[src/rtl/cis_pkg.sv]
package cis_pkg;
   localparam int CTRL_W      = 12;
   localparam int BIT_PLL_EN  = 8;
   localparam int BIT_IDLE_GO = 11;
   localparam int MAX_PERIPH  = 8;

   typedef enum logic [5:0] {
      ST_RUN   = 6'b000001,
      ST_DOM   = 6'b000010,
      ST_TC    = 6'b000100,
      ST_PLL   = 6'b001000,
      ST_CHIP  = 6'b010000,
      ST_WAKE  = 6'b100000
   } seq_state_t;
endpackage

[src/rtl/cis_sync.sv]
module cis_sync #(
   parameter int  W       = 1,
   parameter int  STAGES  = 2,
   parameter bit  RST_VAL = 1'b0
) (
   input  logic         clk,
   input  logic         rst_n,
   input  logic [W-1:0] d,
   output logic [W-1:0] q
);
   logic [W-1:0] chain [STAGES];

   generate
      if (STAGES < 2) begin : g_bad_stages
         $error("cis_sync needs at least two stages");
      end
      if (W < 1) begin : g_bad_width
         $error("cis_sync needs a positive width");
      end
   endgenerate

   always_ff @(posedge clk or negedge rst_n) begin
      if (!rst_n) chain[0] <= {W{RST_VAL}};
      else        chain[0] <= d;
   end

   generate
      for (genvar s = 1; s < STAGES; s++) begin : g_stage
         always_ff @(posedge clk or negedge rst_n) begin
            if (!rst_n) chain[s] <= {W{RST_VAL}};
            else        chain[s] <= chain[s-1];
         end
      end
   endgenerate

   assign q = chain[STAGES-1];
endmodule

[src/rtl/cis_ctrl.sv]
module cis_ctrl
   import cis_pkg::*;
#(
   parameter int NUM_PERIPH = 8
) (
   input  logic                  clk,
   input  logic                  rst_n,
   input  logic                  wr,
   input  logic [CTRL_W-1:0]     wdata,
   input  logic                  go_clr,
   input  logic                  host_idle_s,
   output logic                  idle_go,
   output logic                  pll_en,
   output logic [NUM_PERIPH-1:0] periph_clk_idle
);
   logic [NUM_PERIPH-1:0] periph_en;

   generate
      if (NUM_PERIPH < 1 || NUM_PERIPH > MAX_PERIPH) begin : g_bad_periph
         $error("NUM_PERIPH must lie in 1..8");
      end
   endgenerate

   always_ff @(posedge clk or negedge rst_n) begin
      if (!rst_n) begin
         periph_en <= '0;
         pll_en    <= 1'b0;
         idle_go   <= 1'b0;
      end else begin
         if (wr) begin
            periph_en <= wdata[NUM_PERIPH-1:0];
            pll_en    <= wdata[BIT_PLL_EN];
         end
         if (wr && wdata[BIT_IDLE_GO]) idle_go <= 1'b1;
         else if (go_clr)              idle_go <= 1'b0;
      end
   end

   generate
      for (genvar i = 0; i < NUM_PERIPH; i++) begin : g_periph
         assign periph_clk_idle[i] = periph_en[i] & host_idle_s;
      end
   endgenerate

   assert_idle_go_set_R2: assert property (@(posedge clk) disable iff (!rst_n)
      (wr && wdata[BIT_IDLE_GO]) |=> idle_go);
endmodule

[src/rtl/cis_fsm.sv]
module cis_fsm
   import cis_pkg::*;
#(
   parameter int NUM_PLL = 3,
   parameter int TO_W    = 8
) (
   input  logic               clk,
   input  logic               rst_n,
   input  logic               idle_go,
   input  logic               pll_en,
   input  logic [TO_W-1:0]    timeout_limit,
   input  logic               host_s,
   input  logic               dsp_s,
   input  logic               tc_s,
   input  logic [NUM_PLL-1:0] pll_s,
   input  logic               wake_s,
   output logic               go_clr,
   output logic               host_idle_req,
   output logic               tc_idle_req,
   output logic [NUM_PLL-1:0] pll_idle_req,
   output logic               chip_idle,
   output logic               timeout_err
);
   seq_state_t          st, nxt;
   logic [TO_W-1:0]     wait_cnt;
   logic                waiting, expire, set_err;
   logic                pll_req_q, tc_req_q, dom_req_q, err_q;
   logic                all_pll, any_pll;

   generate
      if (TO_W < 2)    begin : g_bad_tow  $error("TO_W must be at least 2"); end
      if (NUM_PLL < 1) begin : g_bad_npll $error("NUM_PLL must be positive"); end
   endgenerate

   assign all_pll = &pll_s;
   assign any_pll = |pll_s;

   assign waiting = (st == ST_DOM) || (st == ST_TC && !tc_s) ||
                    (st == ST_PLL && !all_pll);
   assign expire  = waiting && (timeout_limit != '0) && (wait_cnt == timeout_limit);

   always_comb begin
      nxt     = st;
      go_clr  = 1'b0;
      set_err = 1'b0;
      unique case (st)
         ST_RUN:  if (idle_go && wake_s) nxt = ST_DOM;
         ST_DOM: begin
            if (!wake_s)              nxt = ST_WAKE;
            else if (expire)          begin nxt = ST_RUN; set_err = 1'b1; go_clr = 1'b1; end
            else if (host_s && dsp_s) nxt = ST_TC;
         end
         ST_TC: begin
            if (!wake_s)              nxt = ST_WAKE;
            else if (expire)          begin nxt = ST_RUN; set_err = 1'b1; go_clr = 1'b1; end
            else if (tc_s && pll_en)  nxt = ST_PLL;
         end
         ST_PLL: begin
            if (!wake_s)              nxt = ST_WAKE;
            else if (expire)          begin nxt = ST_RUN; set_err = 1'b1; go_clr = 1'b1; end
            else if (all_pll)         nxt = ST_CHIP;
         end
         ST_CHIP: if (!wake_s) nxt = ST_WAKE;
         ST_WAKE: begin
            if (!pll_req_q && !any_pll && !tc_req_q && !tc_s) begin
               nxt    = ST_RUN;
               go_clr = 1'b1;
            end
         end
         default: nxt = ST_RUN;
      endcase
   end

   always_ff @(posedge clk or negedge rst_n) begin
      if (!rst_n) begin
         st        <= ST_RUN;
         wait_cnt  <= '0;
         pll_req_q <= 1'b0;
         tc_req_q  <= 1'b0;
         dom_req_q <= 1'b0;
         err_q     <= 1'b0;
      end else begin
         st    <= nxt;
         err_q <= err_q | set_err;
         if (!waiting || nxt != st) wait_cnt <= '0;
         else                       wait_cnt <= wait_cnt + 1'b1;
         pll_req_q <= (nxt == ST_PLL) || (nxt == ST_CHIP);
         if (nxt == ST_WAKE) begin
            tc_req_q  <= tc_req_q && (pll_req_q || any_pll);
            dom_req_q <= dom_req_q && (tc_req_q || tc_s);
         end else begin
            tc_req_q  <= (nxt == ST_TC) || (nxt == ST_PLL) || (nxt == ST_CHIP);
            dom_req_q <= (nxt != ST_RUN);
         end
      end
   end

   assign host_idle_req = dom_req_q;
   assign tc_idle_req   = tc_req_q;
   assign pll_idle_req  = {NUM_PLL{pll_req_q}};
   assign chip_idle     = st[4];
   assign timeout_err   = err_q;

   assert_state_onehot_R7: assert property (@(posedge clk) disable iff (!rst_n)
      $onehot(st));
   assert_tc_after_domains_R4: assert property (@(posedge clk) disable iff (!rst_n)
      $rose(tc_req_q) |-> $past(host_s && dsp_s));
   assert_pll_after_tc_R5: assert property (@(posedge clk) disable iff (!rst_n)
      $rose(pll_req_q) |-> $past(tc_s && pll_en));
   assert_chip_after_plls_R6: assert property (@(posedge clk) disable iff (!rst_n)
      $rose(chip_idle) |-> $past(all_pll && wake_s));
   assert_wake_drops_chip_R7: assert property (@(posedge clk) disable iff (!rst_n)
      !wake_s |=> !chip_idle);
   assert_tc_release_order_R7: assert property (@(posedge clk) disable iff (!rst_n)
      $fell(tc_req_q) |-> !pll_req_q);
   assert_dom_release_order_R7: assert property (@(posedge clk) disable iff (!rst_n)
      $fell(dom_req_q) |-> !tc_req_q);
   assert_err_sticky_R9: assert property (@(posedge clk) disable iff (!rst_n)
      err_q |=> err_q);
endmodule

[src/rtl/chip_idle_seq.sv]
module chip_idle_seq
   import cis_pkg::*;
#(
   parameter int NUM_PLL     = 3,
   parameter int NUM_PERIPH  = 8,
   parameter int SYNC_STAGES = 2,
   parameter int TO_W        = 8
) (
   input  logic                  clk,
   input  logic                  rst_n,
   input  logic                  ctrl_wr,
   input  logic [CTRL_W-1:0]     ctrl_wdata,
   input  logic [TO_W-1:0]       timeout_limit,
   input  logic                  host_idle_ack,
   input  logic                  dsp_idle_ack,
   input  logic                  tc_idle_ack,
   input  logic [NUM_PLL-1:0]    pll_idle_ack,
   input  logic                  wake_n,
   output logic                  host_idle_req,
   output logic [NUM_PERIPH-1:0] periph_clk_idle,
   output logic                  tc_idle_req,
   output logic [NUM_PLL-1:0]    pll_idle_req,
   output logic                  chip_idle,
   output logic                  timeout_err
);
   localparam int ACK_W = NUM_PLL + 3;

   logic [ACK_W-1:0]   ack_s;
   logic               wake_s, idle_go, pll_en, go_clr;

   cis_sync #(.W(ACK_W), .STAGES(SYNC_STAGES), .RST_VAL(1'b0)) u_ack_sync (
      .clk (clk), .rst_n (rst_n),
      .d   ({pll_idle_ack, tc_idle_ack, dsp_idle_ack, host_idle_ack}),
      .q   (ack_s)
   );

   cis_sync #(.W(1), .STAGES(SYNC_STAGES), .RST_VAL(1'b1)) u_wake_sync (
      .clk (clk), .rst_n (rst_n), .d (wake_n), .q (wake_s)
   );

   cis_ctrl #(.NUM_PERIPH(NUM_PERIPH)) u_ctrl (
      .clk             (clk),
      .rst_n           (rst_n),
      .wr              (ctrl_wr),
      .wdata           (ctrl_wdata),
      .go_clr          (go_clr),
      .host_idle_s     (ack_s[0]),
      .idle_go         (idle_go),
      .pll_en          (pll_en),
      .periph_clk_idle (periph_clk_idle)
   );

   cis_fsm #(.NUM_PLL(NUM_PLL), .TO_W(TO_W)) u_fsm (
      .clk           (clk),
      .rst_n         (rst_n),
      .idle_go       (idle_go),
      .pll_en        (pll_en),
      .timeout_limit (timeout_limit),
      .host_s        (ack_s[0]),
      .dsp_s         (ack_s[1]),
      .tc_s          (ack_s[2]),
      .pll_s         (ack_s[ACK_W-1:3]),
      .wake_s        (wake_s),
      .go_clr        (go_clr),
      .host_idle_req (host_idle_req),
      .tc_idle_req   (tc_idle_req),
      .pll_idle_req  (pll_idle_req),
      .chip_idle     (chip_idle),
      .timeout_err   (timeout_err)
   );
endmodule

[config.mk]
export PLATFORM = sky130hd
export DESIGN_NAME = chip_idle_seq
export DESIGN_NICKNAME = d
export VERILOG_FILES = /design/src/rtl/cis_pkg.sv /design/src/rtl/cis_sync.sv /design/src/rtl/cis_ctrl.sv /design/src/rtl/cis_fsm.sv /design/src/rtl/chip_idle_seq.sv
export SDC_FILE = /design/constraint.sdc
export NUM_CORES = 1
export LEC_CHECK = 0
export CORE_MARGIN = 2
export CORE_UTILIZATION = 45
export DETAILED_ROUTE_END_ITERATION = 16
export PLACE_DENSITY = 0.78
export SYNTH_ARGS = -nofsm -noshare
export SYNTH_HDL_FRONTEND = slang
export SYNTH_SLANG_ARGS = --single-unit
export TNS_END_PERCENT = 1
[constraint.sdc]
create_clock -name clk -period 1.83 [get_ports clk]
set_clock_uncertainty 0.15 [all_clocks]
set_input_delay 0.366 -clock clk [delete_from_list [all_inputs] [get_ports clk]]
set_output_delay 0.366 -clock clk [all_outputs]
set_load 0.01 [all_outputs]
==> results of run 1 <==
-- path summary, 6_finish.rpt --
| kind | endpoint | slack [ns] | cells after the start |
|---|---|---|---|
| setup reg to reg | u_fsm.st[0] | -0.17 | 6 |
| hold / removal | u_ack_sync.q[5] | 0.20 | 0 |
| setup / recovery | u_fsm.st[0] | -0.17 | 6 |
| max in group asynchronous | u_fsm.st[2] | 0.64 | 3 |
| hold reg to reg | u_ack_sync.q[5] | 0.20 | 0 |
| min in group asynchronous | u_ack_sync.chain[11] | 0.51 | 3 |
-- routing by layer --
metal / vias up / part of all wire / track usage
met1: 847 / 0.43 / 0.253
met4: 0 / 0.012 / 0.0629
met2: 52 / 0.52 / 0.341
li1: 832 / - / -
met5: - / 0 / 0
met3: 5 / 0.043 / 0.0556
-- cells in the final DEF, fill, tap and decap left out, types with 2 or more instances in the layout --
master           Yosys  final
a21oi_1              3      2
and2_1              10     10
and3_1               2      2
buf_12               0      2
buf_4                5     39
clkbuf_8             0      6
clkdlybuf4s50_1      0     21
dfrtp_1             39     34
dfrtp_2              0      5
dfstp_2              3      3
dlygate4sd2_1        0     18
dlymetal6s2s_1       0      2
inv_1                5      5
mux2_2               9      9
nand2_1              9      9
nand3_1             14     12
nand3_2              0      2
nand3b_1             2      2
nand4_1              3      3
nor2_1               8      8
nor2_4               2      2
nor3_1               9      4
nor3_2               0      5
nor4_2               1      4
o211ai_1             5      5
o21ai_0              6      6
or2_2                3      2
xor2_1              15     15
-- critical path: stages (launching register included) --
cell and delay [ns]:
dfrtp_2 0.49, nor2b_1 0.26, o311a_1 0.26, nand4_1 0.20
buf_4 0.21, o31ai_2 0.23, or2_2 0.16
-- flip-flops by register name, summed over array words and instances (netlist names) --
| name | cells |
|---|---|
| u_ctrl.idle_go | 1 |
| u_fsm.tc_idle_req | 1 |
| u_fsm.wait_cnt | 8 |
| u_ack_sync.chain | 6 |
| u_fsm.timeout_err | 1 |
| u_ack_sync.q | 6 |
| u_wake_sync.chain | 1 |
| u_wake_sync.q | 1 |
| u_ctrl.pll_en | 1 |
| u_fsm.pll_req_q | 1 |
| u_ctrl.periph_en | 8 |
| u_fsm.st | 6 |
| u_fsm.host_idle_req | 1 |
-- timing repair --
| item | 4_1_cts | 5_1_grt |
|---|---|---|
| hold endpoints to repair | 27 | 0 |
| endpoints found under the setup margin | 27 | 19 |
| gates resized for setup | 30 | 13 |
| hold buffers | 1 | 0 |
| buffers inserted | 3 | 5 |
| pin swaps | 13 | 13 |
-- area by class of cell --
cell class                 count  area, um^2  area share
clock buffer                   7        86.3      0.0283
clock inverter                 1        8.76     0.00287
inverter                       5        18.8     0.00615
multi-input combinational    131        1070       0.351
sequential                    42        1060       0.348
tap                           52        65.1      0.0213
timing repair buffer          84         741       0.243
-- per-stage QoR --
| step | power (mW) | area [um^2] | util | setup TNS [ns] |
|---|---|---|---|---|
| final | 2.48 | 3050 | 0.691 | -1.72 |
| after global routing | 2.62 | 3050 | 0.691 | -3.23 |
| after CTS | 2.44 | 2940 | 0.666 | -1.27 |
| after detailed placement | 1.75 | 2770 | 0.627 | -7.55 |
| after global placement | 1.73 | 2770 | 0.627 | -7.16 |
| after floorplan | 1.45 | 2090 | - | 0 |
-- logic make-up after synthesis --
kind of cell	Yosys count	share of synthesized area
adder cells (fa/ha/maj)	1	0.00601
flip-flops	42	0.507
multiplexers	10	0.0535
AO/OA/AOI/OAI	29	0.114
buffers and inverters	14	0.0361
AND/OR/NAND/NOR	75	0.216
XOR/XNOR	16	0.0674
-- report_power, final --
part           internal, mW  switching, mW
clock                 0.312          0.314
combinational         0.403          0.363
sequential             1.01         0.0755
total                  1.73          0.752
==> flow_summary.toml, run 1 <==
[synthesis]
synth_area_um2 = 2080
synth_common_cells = "dfrtp_1 (39), xor2_1 (15), nand3_1 (14), and2_1 (10)"
yosys.cell_count.top_type = "dfrtp_1"
syn-instance-count = 187
synth_edf_count = 0
synth_seq_area_share = 0.507
synth_seq_cells = 42
async_flop_share = 1.00
synth_top_area_frac = 0.469
netlist-cell-type-count = 49
synth_top_area_cell = "dfrtp_1"
synth.area.top_cells = "dfrtp_1 (47%), xor2_1 (6.3%), mux2_2 (4.9%), dfstp_2 (3.8%), nand3_1 (3.4%)"
yosys_warnings = 0
synth_ff_type = "dfrtp_1"
syn_nets = 218
synth.avg_cell_area_um2 = 11.1

[outcome]
violations = "setup timing"
status = "complete, but fails checks"

[power]
p_leak_nw = 1.36
vdd_ir_drop_max_v = 0.000518
p_per_area_nw_per_um2 = 812

[placement]
dpl.cell_count = 305
hpwlAfterDp_um = 3530
portBuffers = 42
gp_congestion = 0.827
pre_cts_ws_ns = -0.538

[finish]
drive_gt1_frac = 0.352
diodes = 0
n_fill_cell = 323
syn_to_final_growth_pct = 46.6
layout.cells.non_filler = 322
layout.nets = 300

[drt]
drt-total-wl_um = 4940
ant_nets = 0
routed_via_density = 5.39
vias = 1736
firstDrtPassIters = 4
dr.first_iter.drc_count = 83
drc = 0
wire_per_inst_um = 15.4

[die]
ios = 45
die_h_um = 72
rows = 24
coreArea_um2 = 4410
initial_core_util = 0.471
die_x_um = 72
dieArea_um2 = 5180

[sta]
slew_headroom = 0.659
slew_violations = 0
rsz0062_at_grt = "yes"
timing.fmax_ghz = 0.501
setup_ws_ns = -0.167
hold_violations = 0
finalSetupViolations = 13
fin_crit_sh = 1.09
worst_slew_pin_slew_ns = 0.511
fin_crit_ns = 2.00
timing.hold.ws_ns = 0.203

[clock_tree]
cts_tree = "done"
h-tree-depth = 2
clockBufferDepth = 2
cts.sinks = 42
cts-buffers-inserted = 5
root_buffer = "clkbuf_8"
clk_pin_slew_ns = 0.08
clkLatencyLatePin_ns = 0.29

[worst_hold_path]
hold_class = "reg2reg"
hold_start = "u_ack_sync.chain[11]"

[global_routing]
grt_pass1_vias = 1726
grt_pass1_wl_um = 8040
grtUsageTotal = 0.202
grt_start_max_net_pins = 43
gr-total-overflow = 0
grt_antenna_before_repair = 0

[worst_setup_path]
startpoint_type = "register"
arrival_ns = 2.09
crit_path_end_kind = "register"
crit_required_ns = 1.92
crit_path_start = "u_fsm.st[3]"
path_class = "reg2reg"
rr_startpoint = "u_fsm.st[3]"
crit_fanout = 8

[flow_run]
cap_violations = 0
No activity file was read; power rests on OpenSTA's default activity.
==> run 2, diff against run 1 <==
--- a/config.mk
+++ b/config.mk
@@ -5,10 +5,11 @@
 export SDC_FILE = /design/constraint.sdc
 export NUM_CORES = 1
 export LEC_CHECK = 0
-export CORE_MARGIN = 2
 export CORE_UTILIZATION = 45
 export DETAILED_ROUTE_END_ITERATION = 16
 export PLACE_DENSITY = 0.78
+export SKIP_LAST_GASP = 1
+export SLEW_MARGIN = 15
 export SYNTH_ARGS = -nofsm -noshare
 export SYNTH_HDL_FRONTEND = slang
 export SYNTH_SLANG_ARGS = --single-unit
==> flow_summary.toml, run 2 (synthesized netlist as in run 1, its figures left out) <==
[sta]
timing.fmax_ghz = 0.479
slew_headroom = 0.709
fin_crit_sh = 1.14
fin_crit_ns = 2.09
timing.hold.ws_ns = 0.200
finalSetupViolations = 26
hold_violations = 0
slew_violations = 0
setup_ws_ns = -0.259
rsz0062_at_grt = "yes"
worst_slew_pin_slew_ns = 0.436

[drt]
highest_layer = "met4"
firstDrtPassIters = 4
wire_per_inst_um = 15.7
drc = 0
dr_wl_met2_um = 2400
wl_met1_um = 2260
ant_nets = 0
routed_via_density = 5.50
dr.first_iter.drc_count = 136
vias = 1771
drt-total-wl_um = 5040
wl_met3_um = 248

[finish]
drive_gt1_frac = 0.344
layout.nets = 300
layout_commonest_cell = "buf_4"
final_area_um2 = 3070
top_regs = "u_ctrl.periph_en (8), u_fsm.wait_cnt (8)"
final_util = 0.696
syn_to_final_growth_pct = 47.6
diodes = 0
layout_common_cells = "buf_4 (37), dfrtp_1 (36), clkdlybuf4s50_1 (34)"

[global_routing]
grt_start_max_net_pins = 27
grt_pass1_wl_um = 8090
grt_antenna_before_repair = 0
grt_pass1_vias = 1666
grtUsageTotal = 0.214
gr-total-overflow = 0

[worst_setup_path]
startpoint_type = "register"
crit_path_top_delay_cell = "dfrtp_1"
arrival_ns = 2.15
crit_path_cell_trace = "buf_12 > and2b_1 > o311a_1 > nand4_1 > a32oi_4 > buf_12 > nor3_2"
cp_common_cell = "buf_12"
crit_required_ns = 1.89
cpPeakStageDelay_ns = 0.41
crit_fanout = 8
r2r_setup_slack_ns = -0.26
ff2ff_path_depth = 7
crit_path_end_kind = "register"
path_class = "reg2reg"

[placement]
placed_cell_area_um2 = 2780
portBuffers = 42
gp_congestion = 0.842
hpwlAfterDp_um = 3360
pre_cts_ws_ns = -0.515

[power]
intPower_mw = 1.71
p_sw_mw = 0.757
p_sw_frac = 0.307
vdd_ir_drop_max_v = 0.000557
p_per_area_nw_per_um2 = 804
combinationalPowerShare = 0.314
p_leak_nw = 1.30
clkPwrFrac = 0.248
p_total_mw = 2.47
sequentialPowerShare = 0.439

[die]
rows = 24
dieArea_um2 = 4900
initial_core_util = 0.471
coreArea_um2 = 4410
die_h_um = 70
ios = 45
die_x_um = 70

[worst_hold_path]
hold_class = "reg2reg"
holdPathStages = 0

[flow_run]
cap_violations = 0

[clock_tree]
clockBufferDepth = 2
cts-buffers-inserted = 5
clk_pin_slew_ns = 0.08
cts_tree = "done"
root_buffer = "clkbuf_8"
cts.sinks = 42
clkLatencyLatePin_ns = 0.30
h-tree-depth = 2

[outcome]
violations = "setup timing"
status = "complete, but fails checks"
-- run 2: cell count changes in the layout (fill, tap and decap cells not counted), moves of 2 or more --
cell,change
nor3_2,+2
dfrtp_2,-2
dfrtp_1,+2
buf_4,-2
dlygate4sd2_1,-11
buf_12,+2
clkdlybuf4s50_1,+13
dlymetal6s2s_1,-2
nor3_1,-2
-- run 2: power groups by stage --
stage               combinational, mW  clock [mW]  sequential, mW
floorplan                       0.361           0            1.09
global placement                0.627           0            1.10
detailed placement              0.640           0            1.10
CTS                             0.664       0.629            1.08
global route                    0.824       0.670            1.09
finish                          0.774       0.612            1.08
-- run 2: timing repair --
action | 4_1_cts | 5_1_grt
endpoints found under the setup margin | 25 | 28
hold endpoints to repair | 15 | 0
pin swaps | 13 | 13
gates cloned | 0 | 0
hold buffers | 1 | 0
setup buffers | 5 | 4
gates resized for setup | 16 | 11
-- run 2: area by class of cell --
cell class                      instances  area (um^2)
Multi-Input combinational cell        131         1060
Fill cell                             329         1340
Sequential cell                        42         1060
Timing Repair Buffer                   84          774
Tap cell                               52         65.1
Inverter                                5         18.8
Clock buffer                            6         82.6
Clock inverter                          2         12.5
-- run 2: routing by layer --
| metal | track usage | vias to the layer above |
|---|---|---|
| met3 | 0.0620 | 12 |
| met5 | 0 | - |
| met2 | 0.316 | 53 |
| li1 | - | 834 |
| met4 | 0.0911 | 0 |
| met1 | 0.295 | 872 |
-- run 2: worst paths after layout --
check | endpoint | startpoint
max in group asynchronous | u_wake_sync.q | rst_n
max reg2reg | u_fsm.wait_cnt[5] | u_fsm.st[2]
min in group asynchronous | u_fsm.wait_cnt[5] | rst_n
min | u_ack_sync.q[4] | u_ack_sync.chain[10]
min reg2reg | u_ack_sync.q[4] | u_ack_sync.chain[10]
max | u_fsm.wait_cnt[5] | u_fsm.st[2]
-- run 2: worst max-delay path, delay by kind of cell, from the launching register on --
kind	cells	cell delay (ns)
AO/OA/AOI/OAI	2	0.54
buffers and inverters	2	0.33
flip-flops	1	0.41
AND/OR/NAND/NOR	3	0.57
-- run 2: stage by stage --
step / cells / setup TNS, ns
after CTS: 318 / -2.61
final: 322 / -3.80
after global placement: 304 / -7.06
after detailed placement: 304 / -7.53
after global routing: 322 / -6.18
after floorplan: 187 / 0
==> run 3, diff against run 2 <==
--- a/config.mk
+++ b/config.mk
@@ -5,9 +5,9 @@
 export SDC_FILE = /design/constraint.sdc
 export NUM_CORES = 1
 export LEC_CHECK = 0
-export CORE_UTILIZATION = 45
+export CORE_UTILIZATION = 53
 export DETAILED_ROUTE_END_ITERATION = 16
-export PLACE_DENSITY = 0.78
+export PLACE_DENSITY = 0.86
 export SKIP_LAST_GASP = 1
 export SLEW_MARGIN = 15
 export SYNTH_ARGS = -nofsm -noshare
==> constraint.sdc (replaced) <==
create_clock -name clk -period 2.6 [get_ports clk]
set_clock_uncertainty 0.15 [all_clocks]
set_input_delay 0.52 -clock clk [delete_from_list [all_inputs] [get_ports clk]]
set_output_delay 0.52 -clock clk [all_outputs]
set_load 0.01 [all_outputs]
==> flow_summary.toml, run 3 (synthesized netlist as in run 1, its figures left out) <==
[die]
die_x_um = 64.7
rows = 22
ios = 45
dieArea_um2 = 4180
die_h_um = 64.7
initial_core_util = 0.560
coreArea_um2 = 3720

[clock_tree]
cts_setup_buffers = 0
cts_resized = 0
holdBufCountCts = 0
cts.sinks = 42
root_buffer = "clkbuf_8"
clockBufferDepth = 2
h-tree-depth = 2
cts-buffers-inserted = 5
cts_tree = "done"
clkLatencyLatePin_ns = 0.30
clk_pin_slew_ns = 0.08

[worst_setup_path]
r2r_setup_slack_ns = 0.40
crit_path_end_kind = "register"
crit_path_cell_trace = "clkdlybuf4s50_1 > xor2_1 > nor4_2 > nand4_1 > a32oi_4 > nor3_1"
crit_required_ns = 2.61
cpPeakStageDelay_ns = 0.43
path_class = "in2reg"
arrival_ns = 2.33
r2r_end = "u_fsm.wait_cnt[2]"
ff2ff_path_depth = 5
startpoint_type = "input port"
crit_path_top_delay_cell = "clkdlybuf4s50_1"
crit_fanout = 8
rr_startpoint = "u_fsm.st[2]"

[sta]
worst_slew_pin_slew_ns = 0.899
finalSetupViolations = 0
tns_ns = 0
hold_violations = 0
fin_crit_ns = 2.32
fin_crit_sh = 0.893
timing.fmax_ghz = 0.431
slew_headroom = 0.401
rsz0062_at_grt = "no"
slew_violations = 0

[placement]
gp_congestion = 0.840
hpwlAfterDp_um = 3000
portBuffers = 42

[drt]
drc = 0
ant_nets = 0
drt-total-wl_um = 4210
routed_via_density = 5.65
firstDrtPassIters = 4
dr.first_iter.drc_count = 128
wire_per_inst_um = 15.3
vias = 1560

[finish]
layout_commonest_cell = "clkdlybuf4s50_1"
layout.nets = 258
multiInputGateArea_um2 = 951
top_regs = "u_ctrl.periph_en (8), u_fsm.wait_cnt (8)"
layout_common_cells = "clkdlybuf4s50_1 (41), dfrtp_1 (39), xor2_1 (15)"
drive_gt1_frac = 0.140
syn_to_final_growth_pct = 25.3
n_fill_cell = 283
seqCellArea_um2 = 1050
diodes = 0

[power]
p_leak_nw = 1.06
p_total_mw = 1.64
vdd_ir_drop_max_v = 0.000363
p_per_area_nw_per_um2 = 630

[global_routing]
grt_pass1_vias = 1446
grt_antenna_before_repair = 0
grtUsageTotal = 0.229
gr-total-overflow = 0
grt_start_max_net_pins = 43
grt_pass1_wl_um = 7090

[flow_run]
cap_violations = 0

[outcome]
status = "complete, no violations"

[worst_hold_path]
hold_class = "in2async"
-- run 3: cell count changes in the layout (fill, tap and decap cells not counted), moves of 3 or more --
cell             change
nor3_2               -7
buf_4               -37
nor3_1               +7
buf_12               -4
dlygate4sd2_1        -7
clkdlybuf4s50_1      +7
dfrtp_2              -3
dfrtp_1              +3
-- run 3: stage by stage --
stage          std cells  hold slack, ns  area [um^2]   util  worst slack, ns
2_1_floorplan        187          0.0744         2080      -            0.667
3_3_place_gp         268           0.182         2500  0.673           0.0350
3_5_place_dp         268           0.185         2500  0.673          -0.0240
4_1_cts              276           0.201         2610  0.701            0.283
5_1_grt              276           0.207         2610  0.701            0.112
6_report             276           0.188         2610  0.701            0.278
-- run 3: worst max path at each step --
stage                           from                end  slack (ns)  cells past startpoint
detailed placement  timeout_limit[3]  u_fsm.wait_cnt[2]       -0.02                      6
global placement    timeout_limit[3]  u_fsm.wait_cnt[1]        0.03                      6
finish              timeout_limit[3]  u_fsm.wait_cnt[2]        0.28                      6
CTS                 timeout_limit[1]  u_fsm.wait_cnt[2]        0.28                      6
floorplan           timeout_limit[3]  u_fsm.wait_cnt[1]        0.67                      5
global route        timeout_limit[3]  u_fsm.wait_cnt[2]        0.11                      6
-- run 3: area by class of cell --
type	instances	share of cell area
Clock buffer	7	0.0293
Clock inverter	1	0.0115
Inverter	5	0.00720
Multi-Input combinational cell	131	0.365
Sequential cell	42	0.405
Tap cell	48	0.0230
Timing Repair Buffer	42	0.159
-- run 3: worst max-delay path: cells and delay by family --
| kind | cells | cell delay (ns) |
|---|---|---|
| compound gates | 1 | 0.41 |
| xor+xnor | 1 | 0.18 |
| buf+inv | 1 | 0.43 |
| simple gates | 3 | 0.78 |
-- run 3: routing by layer --
metal	routed length (um)	track usage	part of all wire
met1	1860	0.311	0.44
met2	2070	0.362	0.49
met3	223	0.0563	0.053
met4	59	0.0694	0.014
met5	0	0	0
-- run 3: report_power, final --
part           leakage [nW]  switching [mW]  total [mW]  internal, mW
sequential            0.520          0.0778       0.788         0.710
combinational         0.490           0.173       0.355         0.182
clock                0.0524           0.212       0.499         0.287
